File: config.mk
export PLATFORM = sky130hd
export DESIGN_NAME = modem_delta_det
export DESIGN_NICKNAME = d
export VERILOG_FILES = /design/src/rtl/mdd_pkg.sv /design/src/rtl/mdd_sync.sv /design/src/rtl/mdd_flag.sv /design/src/rtl/modem_delta_det.sv
export SDC_FILE = /design/constraint.sdc
export NUM_CORES = 1
export LEC_CHECK = 0
export BUFFER_PORTS_ARGS = -buffer_cell sky130_fd_sc_hd__buf_2
export CAP_MARGIN = 20
export CORE_MARGIN = 2
export CORE_UTILIZATION = 47
export CTS_CLUSTER_SIZE = 24
export DETAILED_ROUTE_END_ITERATION = 8
export GPL_ROUTABILITY_DRIVEN = 1
export GPL_TIMING_DRIVEN = 0
export PLACE_DENSITY = 0.79
export SYNTH_ARGS = -nofsm -noshare
export SYNTH_HDL_FRONTEND = slang
export SYNTH_SLANG_ARGS = --single-unit
File: constraint.sdc
create_clock -name clk -period 2.4 [get_ports clk]
set_input_delay 0.24 -clock clk [delete_from_list [all_inputs] [get_ports clk]]
set_output_delay 0.24 -clock clk [all_outputs]
set_load 0.1 [all_outputs]
File: src/rtl/mdd_pkg.sv
package mdd_pkg;
   localparam int MDD_LINES   = 4;
   localparam int FLG_LSB     = 0;
   localparam int LVL_LSB     = FLG_LSB + MDD_LINES;
   localparam int MODE_BIT    = LVL_LSB + MDD_LINES;
   localparam int STAT_W      = MODE_BIT + 1;

   typedef enum int {
      LN_CTS = 0,
      LN_DSR = 1,
      LN_RI  = 2,
      LN_DCD = 3
   } line_idx_e;
endpackage

File: src/rtl/mdd_sync.sv
module mdd_sync #(
   parameter int STAGES  = 2,
   parameter bit RST_VAL = 1'b0
) (
   input  logic clk,
   input  logic rst_n,
   input  logic d_async,
   output logic q_sync
);
   logic [STAGES-1:0] chain_q;

   if (STAGES < 2) begin : g_bad_depth
      $error("mdd_sync: STAGES must be at least 2");
   end

   always_ff @(posedge clk or negedge rst_n) begin
      if (!rst_n) chain_q <= {STAGES{RST_VAL}};
      else        chain_q <= {chain_q[STAGES-2:0], d_async};
   end

   assign q_sync = chain_q[STAGES-1];
endmodule

File: src/rtl/mdd_flag.sv
module mdd_flag #(
   parameter bit TRAIL_ONLY = 1'b0,
   parameter bit IDLE_VAL   = 1'b0
) (
   input  logic clk,
   input  logic rst_n,
   input  logic lvl,
   input  logic clr,
   output logic flag,
   output logic newly_set
);
   logic prev_q;
   logic hit;
   logic flag_q;

   always_ff @(posedge clk or negedge rst_n) begin
      if (!rst_n) prev_q <= IDLE_VAL;
      else        prev_q <= lvl;
   end

   if (TRAIL_ONLY) begin : g_trail
      assign hit = prev_q & ~lvl;
   end else begin : g_any
      assign hit = prev_q ^ lvl;
   end

   // a detected change outranks a clearing write in the same cycle
   always_ff @(posedge clk or negedge rst_n) begin
      if (!rst_n) flag_q <= 1'b0;
      else        flag_q <= hit | (flag_q & ~clr);
   end

   assign flag      = flag_q;
   assign newly_set = hit & ~flag_q;
endmodule

File: src/rtl/modem_delta_det.sv
module modem_delta_det
   import mdd_pkg::*;
#(
   parameter int             SYNC_STAGES = 2,
   parameter logic [3:0]     TRAIL_MASK  = 4'b0100,
   parameter logic [3:0]     IDLE_LEVEL  = 4'b0000
) (
   input  logic             clk,
   input  logic             rst_n,
   input  logic [3:0]       line_raw,
   input  logic             wr_en,
   input  logic [8:0]       wr_data,
   output logic [8:0]       rd_data,
   output logic             chg_pending,
   output logic             chg_pulse
);
   localparam int NL = MDD_LINES;

   if (STAT_W != 9) begin : g_bad_width
      $error("modem_delta_det: status word layout must be 9 bits");
   end
   if (SYNC_STAGES < 2) begin : g_bad_sync
      $error("modem_delta_det: SYNC_STAGES must be at least 2");
   end

   logic [NL-1:0] lvl;
   logic [NL-1:0] flags;
   logic [NL-1:0] newly;
   logic [NL-1:0] clr;
   logic          mode_q;
   logic          pulse_q;

   assign clr = {NL{wr_en}} & wr_data[FLG_LSB +: NL];

   for (genvar i = 0; i < NL; i++) begin : g_line
      mdd_sync #(
         .STAGES  (SYNC_STAGES),
         .RST_VAL (IDLE_LEVEL[i])
      ) u_sync (
         .clk     (clk),
         .rst_n   (rst_n),
         .d_async (line_raw[i]),
         .q_sync  (lvl[i])
      );

      mdd_flag #(
         .TRAIL_ONLY (TRAIL_MASK[i]),
         .IDLE_VAL   (IDLE_LEVEL[i])
      ) u_flag (
         .clk       (clk),
         .rst_n     (rst_n),
         .lvl       (lvl[i]),
         .clr       (clr[i]),
         .flag      (flags[i]),
         .newly_set (newly[i])
      );
   end

   always_ff @(posedge clk or negedge rst_n) begin
      if (!rst_n)     mode_q <= 1'b0;
      else if (wr_en) mode_q <= wr_data[MODE_BIT];
   end

   always_ff @(posedge clk or negedge rst_n) begin
      if (!rst_n) pulse_q <= 1'b0;
      else        pulse_q <= |newly;
   end

   assign rd_data     = {mode_q, lvl, flags};
   assign chg_pending = |flags;
   assign chg_pulse   = pulse_q;
endmodule

Word level (Yosys, flattened, before mapping)
Index checks and enable logic that the tools add are counted.
{ "word_totals": {"word_cells": 42, "ff_bits": 18, "input_bits": 16, "out_inout_bits": 11} }
{ "op_classes": {"bitwise": 26, "n_reduce_logical": 2} }
{ "op_table": {"columns": ["operator", "n"], "rows": [
  ["1-bit AND", 9],
  ["1-bit inverter", 9],
  ["4-bit OR reduction", 2],
  ["4-bit AND", 1],
  ["1-bit OR", 4],
  ["1-bit bitwise XOR", 3]
]} }

Depth between registers and ports, before layout
Gate-level depths: netlist of the first run.
{ "depth": {"ltp_word": 4, "depth_mapped": 3, "mapped_depth_nobuf": 3} }

Modules after synthesis
From an unflattened synthesis of the first run, not the netlist that was laid out.
{ "unflattened": {"hier_cells": 42, "area_unflattened_um2": 605.6} }
{ "by_module_without_submodules": {"columns": ["module", "instances", "cells_per_inst", "seq_area_each_um2", "area_each_um2"], "rows": [
  ["mdd_flag at g_line[0].u_flag ...", 3, 6, 50.0, 71.3],
  ["mdd_sync", 4, 2, 50.0, 50.0],
  ["modem_delta_det", 1, 10, 50.0, 108.9],
  ["mdd_flag at g_line[2].u_flag", 1, 6, 50.0, 82.6]
]} }

Worst setup path after synthesis of the first run
No wires, ideal clock.
{ "synth_path": {"path_kind": "register to output", "from": "register g_line[1].u_flag.flag_q", "to": "output port chg_pending", "setup_slack_ns": 0.818, "t_required_ns": 2.160, "stages_incl_launch_ff": 2, "arrival_time_ns": 1.342, "cell_sequence": "dfrtp_1 -> or4_1"} }
{ "synth_between": {"elab_chain_len": 1} }
{ "synth_lines": {"columns": ["item", "line_no", "rtl"], "rows": [
  ["start: declaration", "mdd_flag.sv:14", "logic flag_q;"],
  ["start signal: assignment", "mdd_flag.sv:30", "else flag_q <= hit | (flag_q & ~clr);"],
  ["4-bit OR reduction", "modem_delta_det.sv:70", "assign chg_pending = |flags;"],
  ["end: declaration", "modem_delta_det.sv:14", "output logic chg_pending,"]
]} }
No other way between the ends.

Worst setup path after layout of the first run
Ends and elaborated chain as after synthesis.

==> out/qor.txt, run 1 <==
Status - finished, final reports clean
Die Y - 40.7 um
Worst-skew pair later-pin latency - 0.28 ns
Commonest non-fill, non-tap cell in the layout - buf_2
Worst VDD drop - 0.475 mV
Die area - 1660 um2
Final Util - 63.0%
Die width - 40.7 um
H-tree levels - 1
CP delay by family, top - simple AND/OR/NAND/NOR gates
Worst setup endpoint - chg_pending
CTS sink count - 18
Per-cell routed wire length - 10.7 um
Port bufs - 22
Crit Path Class - flop to output pin
Synth Cell Area - 634 um2
1st-iter DRT viols - 9
Skew final - 0.00138 ns
Total global routing overflow - 0
P_leak - 0.412 nW
Worst Path Required - 2.16 ns
Via count - 386
Period utilisation layout - 73.5%
Yosys cell types - 12
Final worst slack - 0.635 ns
Critical Path Sink Type - output pin
GRT Overall Usage - 14.0%
Syn Nets - 65
Initial Utilization - 49.4%
Hold path depth - 1
Synth warnings - 0
Critical Path Fanout Max - 4
Worst r2r src - g_line[1].u_sync.chain_q[1]
Antenna violations before repair - 0
End of the worst register-to-register path - chg_pulse
Commonest cells after routing, fill and taps aside - buf_2 (22), dfrtp_1 (18), nand2_1 (11)
Power per cell area - 863 nW/um2
Max Transition Viols Final - 0
Layout cells sized above 1 - 47.4%
CTS tree - built
Dpl ws - 0.957 ns
FMAX - 0.567 GHz
WP buf/inv - 1
Placer Congestion - 0.620
#FFs+latches synth - 18
CP Launch Point - g_line[1].u_flag.flag
Slew margin rel. - 67.6%
Area Overhead vs Synth - 27.6%
Root buffer cell - clkbuf_4
Average size of a mapped cell - 12.9 um2
First drt pass iteration count - 4
Post-Synthesis Cells - 49
DR DRC count - 0
Vias in the first global route - 318
Worst r2r path cells - 3
Worst path slowest cell - or4_1
Hold Violations, Final - 0
Final ANT Viol Nets - 0
First-pass GRT wire length - 1390 um
Number of diodes - 0
RSZ-0062 raised after global routing - false
Ports - 27
DR vias/cell - 4.24
Clock slew at reported path FFs - 0.09 ns
Seq/Total Area, Yosys - 71.0%
CTS buffer count - 3
Critical Path AT - 1.52 ns
Row cnt - 13
Core area - 1280 um2
Nets - 93
Routed wire length - 974 um
Critical Path, Cell by Cell - or4_1, buf_2
Worst-case clock buffer depth - 2
Setup TNS - 0 ns
CP startpoint kind - flop
Critical path depth in cells - 2
Final Setup Violations - 0
Largest net degree at the start of global routing - 19
Slowest cell delay on critical path - 0.51 ns
R2R Setup Slk - 1.19 ns
Post-cts resize count - 0
Minimum clock period - 1.76 ns
Slew @ Worst Pin - 0.489 ns
Hold WC Path Type - input pin to flop
Maxcap violations - 0
[where the power goes]
part / switching, mW / total [mW] / internal (mW)
sequential: 0.0140 / 0.339 / 0.325
clock: 0.0843 / 0.177 / 0.0923
combinational: 0.141 / 0.183 / 0.0424
[how the worst min path moves through the flow]
stage                                              to         from  slack [ns]
after floorplan                             chg_pulse        rst_n       -0.06
after global placement          g_line[2].u_flag.flag        rst_n        0.18
after detailed placement        g_line[3].u_flag.flag        rst_n        0.18
after CTS                 g_line[3].u_sync.chain_q[0]  line_raw[3]        0.05
after global routing      g_line[3].u_sync.chain_q[0]  line_raw[3]        0.03
final                     g_line[3].u_sync.chain_q[0]  line_raw[3]        0.06
[registers in the layout, indices dropped and copies added (netlist names)]
signal / flops
chg_pulse: 1
g_line.u_flag.flag: 4
g_line.u_flag.prev_q: 4
g_line.u_sync.chain_q: 8
mode_q: 1
[through the flow]
step           hold WS (ns)  instance area, um2  power [mW]  std cells
2_1_floorplan       -0.0556                 634       0.493         49
3_3_place_gp          0.178                 763       0.524         86
3_5_place_dp          0.181                 763       0.528         86
4_1_cts              0.0453                 810       0.708         91
5_1_grt              0.0287                 810       0.732         91
6_report             0.0557                 810       0.698         91
[Yosys cell counts]
cell / count / area share, %
dfrtp_1: 18 / 71
nand2_1: 11 / 6.5
buf_4: 9 / 11
xnor2_1: 3 / 4.1
inv_1: 1 / 0.59
mux2_2: 1 / 1.8
nor2_1: 1 / 0.59
nor3_1: 1 / 0.79
o21ai_0: 1 / 0.79
o22ai_1: 1 / 0.99
or3_1: 1 / 0.99
or4_1: 1 / 1.2
[cells by family after synthesis]
logic type / count (synthesis) / synth area share, %
and+or+nand+nor: 15 / 10.1
muxes: 1 / 1.78
buffers and inverters: 10 / 11.2
AOI/OAI and AO/OA: 2 / 1.78
DFF: 18 / 71.0
xor gates and xnor gates: 3 / 4.14
[timing repair]
action / CTS / global route
buffers inserted: 0 / 0
endpoints found under the hold margin: 18 / 0
hold buffers: 1 / 0
[final cells by class]
cell class	count	area (um2)
inverter	1	3.75
buffer	9	67.6
sequential	18	450
timing repair buffer	23	120
fill	98	475
multi-input combinational	21	113
tap	15	18.8
clock buffer	4	36.3
[layer usage]
layer	GRT usage [%]	wire [um]	share of wire [%]
met5	0	0	0
met4	7.50	7	0.72
met3	4.89	66	6.8
met2	22.6	491	50
met1	16.3	408	42
Note: power is estimated with default switching activity, not from simulation.
==> run 2: changes to the inputs <==
--- a/config.mk
+++ b/config.mk
@@ -8,12 +8,12 @@
 export BUFFER_PORTS_ARGS = -buffer_cell sky130_fd_sc_hd__buf_2
 export CAP_MARGIN = 20
 export CORE_MARGIN = 2
-export CORE_UTILIZATION = 47
+export CORE_UTILIZATION = 39
 export CTS_CLUSTER_SIZE = 24
 export DETAILED_ROUTE_END_ITERATION = 8
 export GPL_ROUTABILITY_DRIVEN = 1
 export GPL_TIMING_DRIVEN = 0
-export PLACE_DENSITY = 0.79
+export PLACE_DENSITY = 0.7
 export SYNTH_ARGS = -nofsm -noshare
 export SYNTH_HDL_FRONTEND = slang
 export SYNTH_SLANG_ARGS = --single-unit
==> constraint.sdc (replaced) <==
create_clock -name clk -period 1.5 [get_ports clk]
set_input_delay 0.15 -clock clk [delete_from_list [all_inputs] [get_ports clk]]
set_output_delay 0.15 -clock clk [all_outputs]
set_load 0.1 [all_outputs]
==> run 2 against run 1 <==
Compared with the run above:
- the flow now finishes with violations (setup timing)
- sequential share of layout area is 5.3 points lower
- total power up 65%
- non-clock buffer count grew 7
- clock skew increased by 0.0050 ns
- flip-flop and latch count unchanged
- clock power up 67%
- critical path depth unchanged
- first-iteration DRC count fell by 100%
- global-route usage fell by 1.8 points
- sequential power increased by 59%
- via count is 9.3% higher
- setup slack worse by 0.71 ns
==> out/qor.txt, run 2 (synthesis gave the netlist of run 1 again) <==
Status - complete, but fails checks
Failing checks - setup timing
Hold path depth - 2
Vias in the first global route - 409
Sequential power share - 46.9%
RSZ-0062 raised after global routing - true
Largest net degree at the start of global routing - 19
Period utilisation layout - 105%
Worst Path Required - 1.35 ns
Final instance area - 895 um2
Core area - 1520 um2
Critical Path Fanout Max - 2
Worst r2r path cells - 3
Fraction of power spent switching nets - 34.5%
Die area - 1970 um2
Worst-skew pair later-pin latency - 0.29 ns
Power Internal - 0.754 mW
Final ANT Viol Nets - 0
GRT Overall Usage - 12.2%
First-pass GRT wire length - 1670 um
Slew margin rel. - 67.7%
Final worst slack - -0.0765 ns
H-tree levels - 1
Top layer reached by signal wires - met3
Crit Path Class - flop to output pin
Worst VDD drop - 0.633 mV
Pwr Total - 1.15 mW
Final Setup Violations - 1
Met2 Routed Length - 516 um
Met1 Wirelength - 456 um
Final Util - 58.7%
1st-iter DRT viols - 0
Total global routing overflow - 0
CP startpoint kind - flop
Layout cells sized above 1 - 48.2%
Minimum clock period - 1.58 ns
Skew final - 0.00636 ns
Per-cell routed wire length - 10.3 um
First drt pass iteration count - 1
Hold Violations, Final - 0
Initial Utilization - 41.6%
Nets - 100
WL met3 - 51 um
Commonest non-fill, non-tap cell in the layout - buf_2
Power per cell area - 1290 nW/um2
Placer Congestion - 0.751
Die Y - 44.3 um
Net switching power - 0.397 mW
Dpl ws - 0.154 ns
Max FFs per register - 8
Critical Path AT - 1.43 ns
Antenna violations before repair - 0
CTS tree - built
Setup TNS - -0.0765 ns
P_leak - 0.453 nW
Critical Path, Cell by Cell - or4_4, buf_12
DPL Wire Length - 681 um
Worst path slowest cell - or4_4
Routed wire length - 1020 um
Hold WC Path Type - input pin to flop
Number of diodes - 0
CTS sink count - 18
Maxcap violations - 0
Reg with most FFs - g_line.u_sync.chain_q
Clk pwr share - 25.6%
Via count - 422
Commonest cells after routing, fill and taps aside - buf_2 (20), dfrtp_1 (18), buf_4 (13)
DR DRC count - 0
DR vias/cell - 4.26
Row cnt - 14
Ports - 27
Die width - 44.3 um
FMAX - 0.634 GHz
Root buffer cell - clkbuf_4
Port bufs - 22
Slew @ Worst Pin - 0.488 ns
Comb pwr share - 27.5%
Max Transition Viols Final - 0
DP Area - 764 um2
Clock slew at reported path FFs - 0.11 ns
Critical Path Sink Type - output pin
Worst-case clock buffer depth - 2
Area Overhead vs Synth - 41.0%
Slowest cell delay on critical path - 0.55 ns
CTS buffer count - 3
run 2: cell types whose count changed in the layout (fill, tap and decap cells not counted):
| cell | delta |
|---|---|
| buf_12 | +1 |
| dlygate4sd3_1 | +4 |
| or4_1 | -1 |
| or4_4 | +1 |
| buf_4 | +4 |
| buf_2 | -2 |
run 2: final cells by class:
type,count,area [um2]
flip-flops and latches,18,450
fillers,125,629
well taps,16,20.0
plain buffers,9,67.6
repair buffers,30,200
inverters,1,3.75
clock buffers,4,36.3
multi-input cells,21,116
run 2: power groups by stage:
stage               logic, mW  registers, mW  clock network, mW
global placement        0.289          0.550                  0
global route            0.333          0.545              0.316
CTS                     0.313          0.540              0.305
detailed placement      0.291          0.552                  0
floorplan               0.205          0.584                  0
finish                  0.316          0.539              0.295
run 2: worst paths after layout:
path                                              from                     endpoint  slack, ns
min reg2reg                g_line[2].u_sync.chain_q[0]  g_line[2].u_sync.chain_q[1]       0.36
min in group asynchronous                        rst_n  g_line[0].u_sync.chain_q[0]       0.30
max                              g_line[0].u_flag.flag                  chg_pending      -0.08
max in group asynchronous                        rst_n                    chg_pulse       0.93
max reg2reg                g_line[0].u_sync.chain_q[1]                    chg_pulse       0.27
min                                         wr_data[8]                       mode_q       0.09
run 2: worst max-delay path: cells and delay by family (launching register included):
| kind | cells | cell delay, ns |
|---|---|---|
| AND/OR/NAND/NOR | 1 | 0.55 |
| flip-flops | 1 | 0.40 |
| buffers and inverters | 1 | 0.18 |
run 2: per-stage QoR:
step / std cells / hold slack [ns]
6_report: 99 / 0.0945
3_3_place_gp: 87 / 0.0903
4_1_cts: 98 / 0.0818
3_5_place_dp: 87 / 0.0943
2_1_floorplan: 49 / -0.146
5_1_grt: 99 / 0.0909
run 2: metal layers:
metal	vias up	global-route usage, %
met4	0	7.27
li1	215	-
met5	-	0
met2	13	20.6
met1	194	14.4
met3	0	2.45
run 2: repair_timing:
action,in CTS,in global routing
hold buffers,5,0
cloned,0,0
setup buffers,2,1
pin swaps,0,1
endpoints found under the hold margin,22,0
endpoints found under the setup margin,1,1
resized for setup,5,1
